`config.mk`:
```
export PLATFORM = sky130hd
export DESIGN_NAME = nand_cmd_interp
export DESIGN_NICKNAME = d
export VERILOG_FILES = /design/src/rtl/nand_ci_pkg.sv /design/src/rtl/nand_ci_addr.sv /design/src/rtl/nand_ci_timer.sv /design/src/rtl/nand_cmd_interp.sv
export SDC_FILE = /design/constraint.sdc
export NUM_CORES = 1
export LEC_CHECK = 0
export ABC_AREA = 1
export CELL_PAD_IN_SITES_DETAIL_PLACEMENT = 1
export CELL_PAD_IN_SITES_GLOBAL_PLACEMENT = 1
export CORE_MARGIN = 4
export CORE_UTILIZATION = 45
export CTS_CLUSTER_SIZE = 14
export DETAILED_ROUTE_END_ITERATION = 10
export PLACE_DENSITY = 0.95
export RECOVER_POWER = 25
export SLEW_MARGIN = 25
export SYNTH_ARGS = -nofsm -noshare
export SYNTH_HDL_FRONTEND = slang
export SYNTH_HIERARCHICAL = 1
export SYNTH_SLANG_ARGS = --single-unit
```
`constraint.sdc`:
```
create_clock -name clk_i -period 9.4 [get_ports clk_i]
set_clock_uncertainty 0.05 [all_clocks]
set_input_delay 0.94 -clock clk_i [delete_from_list [all_inputs] [get_ports clk_i]]
set_output_delay 0.94 -clock clk_i [all_outputs]
set_load 0.02 [all_outputs]
```
`src/rtl/nand_ci_pkg.sv`:
```
package nand_ci_pkg;
  localparam logic [7:0] CMD_READ    = 8'h00;
  localparam logic [7:0] CMD_READ_GO = 8'h30;
  localparam logic [7:0] CMD_RCOL    = 8'h05;
  localparam logic [7:0] CMD_RCOL_GO = 8'hE0;
  localparam logic [7:0] CMD_LOAD    = 8'h80;
  localparam logic [7:0] CMD_LCOL    = 8'h85;
  localparam logic [7:0] CMD_PROG_GO = 8'h10;
  localparam logic [7:0] CMD_STATUS  = 8'h70;
  localparam logic [7:0] CMD_RESET   = 8'hFF;

  localparam int unsigned FULL_ADDR_CYC = 5;
  localparam int unsigned COL_ADDR_CYC  = 2;

  typedef enum logic [3:0] {
    ST_IDLE, ST_RD_ADDR, ST_RD_CFM, ST_RD_DATA, ST_RC_ADDR, ST_RC_CFM,
    ST_PG_ADDR, ST_PG_DATA, ST_PC_ADDR, ST_BUSY
  } state_e;

  typedef enum logic [1:0] {OP_LOAD, OP_PROG, OP_RST} op_e;
endpackage

```
`src/rtl/nand_ci_addr.sv`:
```
module nand_ci_addr
  import nand_ci_pkg::*;
#(
  parameter int unsigned COL_W    = 12,
  parameter int unsigned LAST_COL = 2111
) (
  input  logic             clk_i,
  input  logic             rst_ni,
  input  logic             start_i,
  input  logic             short_i,
  input  logic             we_i,
  input  logic [7:0]       byte_i,
  output logic             done_o,
  output logic [COL_W-1:0] col_o,
  output logic [23:0]      row_o
);
  localparam int unsigned BYTES_W = FULL_ADDR_CYC * 8;

  logic [BYTES_W-1:0] bytes_q;
  logic [2:0]         cnt_q, need_q;
  logic               wr_en;
  logic [2:0]         wr_idx;
  logic [15:0]        raw_col;

  assign wr_en  = start_i ? we_i : (we_i && cnt_q < need_q);
  assign wr_idx = start_i ? 3'd0 : cnt_q;

  always_ff @(posedge clk_i or negedge rst_ni) begin
    if (!rst_ni) begin
      cnt_q   <= '0;
      need_q  <= '0;
      bytes_q <= '0;
    end else begin
      if (start_i) begin
        need_q <= short_i ? 3'(COL_ADDR_CYC) : 3'(FULL_ADDR_CYC);
        cnt_q  <= we_i ? 3'd1 : 3'd0;
      end else if (wr_en) begin
        cnt_q <= cnt_q + 3'd1;
      end
      for (int i = 0; i < FULL_ADDR_CYC; i++) begin
        if (wr_en && wr_idx == 3'(i)) bytes_q[i*8 +: 8] <= byte_i;
      end
    end
  end

  assign done_o  = (need_q != 3'd0) && (cnt_q == need_q);
  assign raw_col = bytes_q[15:0];
  assign col_o   = (raw_col > 16'(LAST_COL)) ? COL_W'(LAST_COL) : raw_col[COL_W-1:0];
  assign row_o   = bytes_q[39:16];

  // extra address bytes past the count leave the captured address alone
  assert_extra_addr_R10: assert property (@(posedge clk_i) disable iff (!rst_ni)
    (done_o && we_i && !start_i) |=> ($stable(col_o) && $stable(row_o)));
endmodule

```
`src/rtl/nand_ci_timer.sv`:
```
module nand_ci_timer #(
  parameter int unsigned CNT_W = 6
) (
  input  logic             clk_i,
  input  logic             rst_ni,
  input  logic             start_i,
  input  logic [CNT_W-1:0] len_i,
  output logic             busy_o,
  output logic             done_o
);
  logic [CNT_W-1:0] cnt_q;

  always_ff @(posedge clk_i or negedge rst_ni) begin
    if (!rst_ni) begin
      busy_o <= 1'b0;
      cnt_q  <= '0;
    end else if (start_i) begin
      busy_o <= 1'b1;
      cnt_q  <= len_i;
    end else if (busy_o) begin
      if (cnt_q == '0) busy_o <= 1'b0;
      else             cnt_q  <= cnt_q - 1'b1;
    end
  end

  assign done_o = busy_o && (cnt_q == '0);

  assert_busy_hold_R1: assert property (@(posedge clk_i) disable iff (!rst_ni)
    (busy_o && !done_o) |=> busy_o);
endmodule

```
`src/rtl/nand_cmd_interp.sv`:
```
module nand_cmd_interp
  import nand_ci_pkg::*;
#(
  parameter int unsigned PAGE_BYTES = 2112,
  parameter int unsigned T_LOAD     = 20,
  parameter int unsigned T_PROG     = 40,
  parameter int unsigned T_RST      = 5,
  localparam int unsigned COL_W     = $clog2(PAGE_BYTES)
) (
  input  logic             clk_i,
  input  logic             rst_ni,
  input  logic             cmd_we_i,
  input  logic             addr_we_i,
  input  logic             data_we_i,
  input  logic             re_i,
  input  logic [7:0]       io_i,
  input  logic [7:0]       buf_rdata_i,
  input  logic             prog_fail_i,
  output logic             rdy_o,
  output logic [7:0]       dout_o,
  output logic [COL_W-1:0] buf_col_o,
  output logic             buf_rd_o,
  output logic             buf_wr_o,
  output logic [7:0]       buf_wdata_o,
  output logic             arr_load_o,
  output logic             arr_prog_o,
  output logic [23:0]      arr_row_o
);
  localparam int unsigned LAST_COL = PAGE_BYTES - 1;
  localparam int unsigned MAX_T = (T_PROG > T_LOAD) ? ((T_PROG > T_RST) ? T_PROG : T_RST)
                                                    : ((T_LOAD > T_RST) ? T_LOAD : T_RST);
  localparam int unsigned TMR_W = $clog2(MAX_T + 1);

  state_e state_q, state_n, cur, base;
  op_e    op_q, op_n;
  logic [COL_W-1:0] col_q, col_n, cur_col;
  logic stat_q, stat_n, vld_q, vld_n, fail_q, fail_n;
  logic load_p, prog_p, a_wait;
  logic a_start, a_short, a_we, a_done;
  logic [COL_W-1:0] a_col;
  logic [23:0] a_row;
  logic t_start, t_busy, t_done;
  logic [TMR_W-1:0] t_len;

  function automatic logic [COL_W-1:0] col_inc(input logic [COL_W-1:0] c);
    return (c == COL_W'(LAST_COL)) ? c : c + 1'b1;
  endfunction

  assign a_we = addr_we_i && !cmd_we_i && !t_busy;

  nand_ci_addr #(.COL_W(COL_W), .LAST_COL(LAST_COL)) i_addr (
    .clk_i, .rst_ni, .start_i(a_start), .short_i(a_short), .we_i(a_we),
    .byte_i(io_i), .done_o(a_done), .col_o(a_col), .row_o(a_row));

  nand_ci_timer #(.CNT_W(TMR_W)) i_timer (
    .clk_i, .rst_ni, .start_i(t_start), .len_i(t_len), .busy_o(t_busy), .done_o(t_done));

  // view of the state once a just-completed address phase is taken into account
  always_comb begin
    cur = state_q; cur_col = col_q; a_wait = 1'b0;
    case (state_q)
      ST_RD_ADDR: if (a_done) cur = ST_RD_CFM; else a_wait = 1'b1;
      ST_RC_ADDR: if (a_done) cur = ST_RC_CFM; else a_wait = 1'b1;
      ST_PG_ADDR, ST_PC_ADDR:
        if (a_done) begin cur = ST_PG_DATA; cur_col = a_col; end
        else a_wait = 1'b1;
      default: ;
    endcase
    base = a_wait ? ST_IDLE : cur;
  end

  always_comb begin
    state_n = cur; col_n = cur_col; op_n = op_q;
    stat_n = stat_q; vld_n = vld_q; fail_n = fail_q;
    t_start = 1'b0; t_len = TMR_W'(T_RST - 1);
    a_start = 1'b0; a_short = 1'b0; load_p = 1'b0; prog_p = 1'b0;
    buf_rd_o = 1'b0; buf_wr_o = 1'b0;
    if (t_done) begin
      case (op_q)
        OP_LOAD: state_n = ST_RD_DATA;
        OP_PROG: begin state_n = ST_IDLE; fail_n = prog_fail_i; end
        default: state_n = ST_IDLE;
      endcase
    end
    if (cmd_we_i) begin
      if (t_busy) begin
        if (io_i == CMD_STATUS) stat_n = 1'b1;
      end else begin
        if (a_wait) state_n = ST_IDLE;
        case (io_i)
          CMD_READ: begin state_n = ST_RD_ADDR; a_start = 1'b1; stat_n = 1'b0; end
          CMD_READ_GO: if (base == ST_RD_CFM) begin
            state_n = ST_BUSY; op_n = OP_LOAD; t_start = 1'b1; t_len = TMR_W'(T_LOAD - 1);
            load_p = 1'b1; col_n = a_col; stat_n = 1'b0;
          end
          CMD_RCOL: if (base == ST_RD_DATA) begin
            state_n = ST_RC_ADDR; a_start = 1'b1; a_short = 1'b1; stat_n = 1'b0;
          end
          CMD_RCOL_GO: if (base == ST_RC_CFM) begin
            state_n = ST_RD_DATA; col_n = a_col; stat_n = 1'b0;
          end
          CMD_LOAD: begin
            state_n = ST_PG_ADDR; a_start = 1'b1; vld_n = 1'b0; stat_n = 1'b0;
          end
          CMD_LCOL: if (base == ST_PG_DATA) begin
            state_n = ST_PC_ADDR; a_start = 1'b1; a_short = 1'b1; stat_n = 1'b0;
          end
          CMD_PROG_GO: if (base == ST_PG_DATA && vld_q) begin
            state_n = ST_BUSY; op_n = OP_PROG; t_start = 1'b1; t_len = TMR_W'(T_PROG - 1);
            prog_p = 1'b1; stat_n = 1'b0;
          end
          CMD_STATUS: stat_n = 1'b1;
          default: ;
        endcase
      end
      if (io_i == CMD_RESET) begin
        state_n = ST_BUSY; op_n = OP_RST; t_start = 1'b1; t_len = TMR_W'(T_RST - 1);
        stat_n = 1'b0; vld_n = 1'b0; fail_n = 1'b0;
      end
    end else if (addr_we_i) begin
      if (!t_busy && cur == ST_RD_DATA) begin state_n = ST_RD_ADDR; a_start = 1'b1; end
    end else if (data_we_i) begin
      if (!t_busy && cur == ST_PG_DATA) begin
        buf_wr_o = 1'b1; vld_n = 1'b1; col_n = col_inc(cur_col);
      end
    end else if (re_i) begin
      if (!t_busy && !stat_q && cur == ST_RD_DATA) begin
        buf_rd_o = 1'b1; col_n = col_inc(cur_col);
      end
    end
  end

  always_ff @(posedge clk_i or negedge rst_ni) begin
    if (!rst_ni) begin
      state_q <= ST_IDLE; op_q <= OP_RST; col_q <= '0;
      stat_q <= 1'b0; vld_q <= 1'b0; fail_q <= 1'b0;
      arr_load_o <= 1'b0; arr_prog_o <= 1'b0; arr_row_o <= '0;
    end else begin
      state_q <= state_n; op_q <= op_n; col_q <= col_n;
      stat_q <= stat_n; vld_q <= vld_n; fail_q <= fail_n;
      arr_load_o <= load_p; arr_prog_o <= prog_p;
      if (load_p || prog_p) arr_row_o <= a_row;
    end
  end

  assign rdy_o       = !t_busy;
  assign dout_o      = stat_q ? {1'b0, !t_busy, 5'b0, fail_q} : buf_rdata_i;
  assign buf_col_o   = cur_col;
  assign buf_wdata_o = io_i;

  assert_busy_src_R7: assert property (@(posedge clk_i) disable iff (!rst_ni)
    $fell(rdy_o) |-> $past(cmd_we_i));
  assert_col_max_R2: assert property (@(posedge clk_i) disable iff (!rst_ni)
    col_q <= COL_W'(LAST_COL));
  assert_prog_gate_R6: assert property (@(posedge clk_i) disable iff (!rst_ni)
    arr_prog_o |-> $past(cmd_we_i && io_i == CMD_PROG_GO && vld_q));
  assert_stat_hold_R8: assert property (@(posedge clk_i) disable iff (!rst_ni)
    $fell(stat_q) |-> $past(cmd_we_i));
  assert_busy_ignore_R7: assert property (@(posedge clk_i) disable iff (!rst_ni)
    (t_busy && !t_done && cmd_we_i && io_i != CMD_STATUS && io_i != CMD_RESET)
      |=> (state_q == ST_BUSY && $stable(col_q)));
endmodule

```
==> summary.txt <==
outcome -> finished with violations
failing checks -> capacitance limit, slew limit
FFs w/ async S/R, synth -> 100%
root buf cell -> clkbuf_16
min Tclk post-route -> 5.41 ns
via count -> 6389
# port buffers -> 79
CP Cell Sequence -> clkbuf_1 -> clkbuf_1
Comb power frac -> 49.9%
post-route design area -> 7550 um^2
Finish-stage setup viols -> 0
IO Pins -> 80
min-delay src -> i_addr/bytes_q[27]
total grt overflow -> 0
# clock sinks -> 99
number of diodes -> 0
Routed WL -> 21100 um
ys flop type -> dfrtp_1
DR iter-0 viols -> 609
Distinct cells, synth -> 51
largest net degree at the start of global routing -> 70
Hold Path Class -> reg -> reg
Slowest cell on crit path -> clkbuf_1
Die X -> 129 um
max-cap viol count -> 2
Post-CTS Setup Inserts -> 0
syn_area_per_cell -> 7.42 um^2
Initial DRT Pass Iterations -> 5
Die Y -> 129 um
core box area -> 14500 um^2
worst-path fanout max -> 69
Most Frequent Cell on Critical Path -> clkbuf_1
Die Area -> 16700 um^2
Final Max Tran Viols -> 102
Gate Count Post-Synth -> 891
r2r endpoint -> i_addr/bytes_q[19]
Net Sw Frac -> 48.0%
CP startpoint kind -> input port
VDD IR max -> 0.000134 V
Slew headroom -> -144%
Reg clk slew, reported paths -> 0.07 ns
WP buf/inv -> 2
Crit Path Class -> in -> async
Seq cells post-synth -> 99
Pwr Density -> 288 nW/um^2
setup tns final -> 0 ns
fmax -> 0.185 GHz
total CTS buffers -> 9
routability-driven placement congestion ratio -> 0.944
sequential fraction of the synthesis area -> 37.5%
period utilization -> 57.5%
multi-input logic area -> 3310 um^2
Lkg Pwr -> 3.83 nW
fraction of power consumed by sequential logic -> 30.8%
Rows -> 44
yosys warns -> 6
Fill cells -> 1838
RSZ-0062 raised after global routing -> false
P&R area growth vs syn -> 14.2%
crit path DAT -> 5.00 ns
Post-synth EDFFs -> 0
post-cts sizing count -> 0
global-route total usage across every layer -> 25.8%
CTS tree -> done
Post-DP Area -> 7230 um^2
initial antenna violation count -> 0
layout cells sized above 1 -> 11.0%
wire length per cell -> 18.8 um
endpoint with the worst hold slack -> i_addr/bytes_q[27]
Worst Path Required -> 8.99 ns
Slew @ Worst Pin -> 3.66 ns
hpwl dp -> 14600 um
CTS Buffer Depth -> 2
crit-path leading delay family -> buffers and inverters
WHS Path Cells -> 2
Place WS -> 4.32 ns
DRC -> 0
FF-to-FF Start -> i_addr/cnt_q[0]
internal power -> 1.13 mW
syn nets -> 921
P_sw -> 1.04 mW
Final Hold Viols -> 0
Initial Util -> 45.7%
Post-Syn Area -> 6610 um^2
first-pass GRT wire length -> 34200 um
worst-skew pair later-pin latency -> 0.36 ns
Clock power frac -> 19.4%
vias in the first global route -> 6597
slack of the critical path -> 3.99 ns
Final ANT Viol Nets -> 0
DR vias/cell -> 5.71
Crit path largest cell delay -> 2.67 ns
Clock H-tree levels -> 3
CP Capture Type -> async pin
Reg2Reg Setup Slack -> 4.24 ns
Storage cell area -> 2480 um^2
cts-stage hold buffer count -> 0
Nets -> 959
cells on worst reg2reg path -> 20
-- routing by layer --
metal | part of all wire (%) | global-route usage [%]
met4 | 3.1 | 11.1
met1 | 41 | 32.4
met5 | 0 | 0
met2 | 51 | 44.6
met3 | 4.7 | 3.34
-- flip-flops by register name, indices dropped and copies added (netlist names) --
signal / count
i_addr/need_q: 2
i_timer/cnt_q: 6
op_q: 2
arr_load_o: 1
vld_q: 1
i_addr/bytes_q: 40
arr_row_o: 24
stat_q: 1
arr_prog_o: 1
i_addr/cnt_q: 3
state_q: 4
col_q: 12
fail_q: 1
i_timer/busy_o: 1
-- power groups by stage --
stage	logic [mW]	registers, mW	clock network [mW]
6_report	1.08	0.668	0.421
3_3_place_gp	1.00	0.663	0
3_5_place_dp	1.05	0.671	0
2_1_floorplan	0.865	0.631	0
4_1_cts	1.08	0.666	0.422
5_1_grt	1.20	0.682	0.440
-- metrics by stage --
step	cells	hold slack, ns	total power [mW]	util [%]
finish	1118	0.431	2.17	52.2
global route	1118	0.455	2.32	52.2
CTS	1118	0.430	2.17	52.2
detailed placement	1102	0.411	1.73	50.0
global placement	1102	0.404	1.66	50.0
floorplan	891	0.384	1.50	-
-- logic make-up after synthesis --
family	after synthesis	synth area share, %
simple gates	527	38.9
buf+inv	161	12.5
flops	99	37.5
compound gates	94	9.46
fa+ha+maj	7	1.32
xor+xnor	2	0.265
other cells	1	0.0567
-- Yosys cell counts, types with 10 or more instances --
cell type	count	share of area [%]
inv_2	13	0.74
o21ai_2	11	1.5
a21oi_1	21	1.6
nand4_1	62	5.9
nor2_1	61	3.5
buf_6	10	1.7
nand2_1	292	17
dfrtp_1	98	37
inv_1	89	5.1
buf_4	35	4.0
nand3_1	47	3.6
o21ai_0	27	2.0
-- how the worst max path moves through the flow --
stage | start | end | slack, ns | depth (start not counted)
2_1_floorplan | i_addr/cnt_q[0] | i_addr/bytes_q[0] | 5.94 | 24
3_3_place_gp | io_i[5] | i_addr/bytes_q[21] | 4.53 | 15
3_5_place_dp | io_i[5] | i_addr/bytes_q[19] | 4.32 | 15
4_1_cts | i_addr/cnt_q[0] | i_addr/bytes_q[19] | 4.30 | 20
5_1_grt | rst_ni | arr_row_o[1] | 3.02 | 2
6_report | rst_ni | i_addr/bytes_q[22] | 3.99 | 2
-- layout make-up --
cell class,count,share of cell area [%]
clock buffer,10,3.03
multi-input combinational,631,43.9
sequential,99,32.8
clock inverter,6,1.28
inverter,106,5.30
tap,184,3.05
timing repair buffer,82,10.6
-- layout by cell type, fill, tap and decap left out, drive strengths merged, types with 2 or more instances in the layout --
master         Yosys  routed
a21boi             3       3
a21oi             22      22
a22oi              6       6
a41oi              2       2
buf               52       2
bufinv             0       2
clkbuf             3      12
clkdlybuf4s50      0      78
clkinv             3       4
dfrtp             98      98
ha                 7       7
inv              103     106
nand2            306     306
nand3             58      58
nand4             64      64
nor2              80      80
nor3              13      13
nor4               2       2
o211ai             5       5
o21ai             48      48
o21bai             3       3
or2                3       3
-- worst min-delay path, stage by stage, from the launching register on --
cell and delay [ns]:
dfrtp_1 0.35, nand2_1 0.05, nand2_1 0.05
Note: power is estimated with default switching activity, not from simulation.
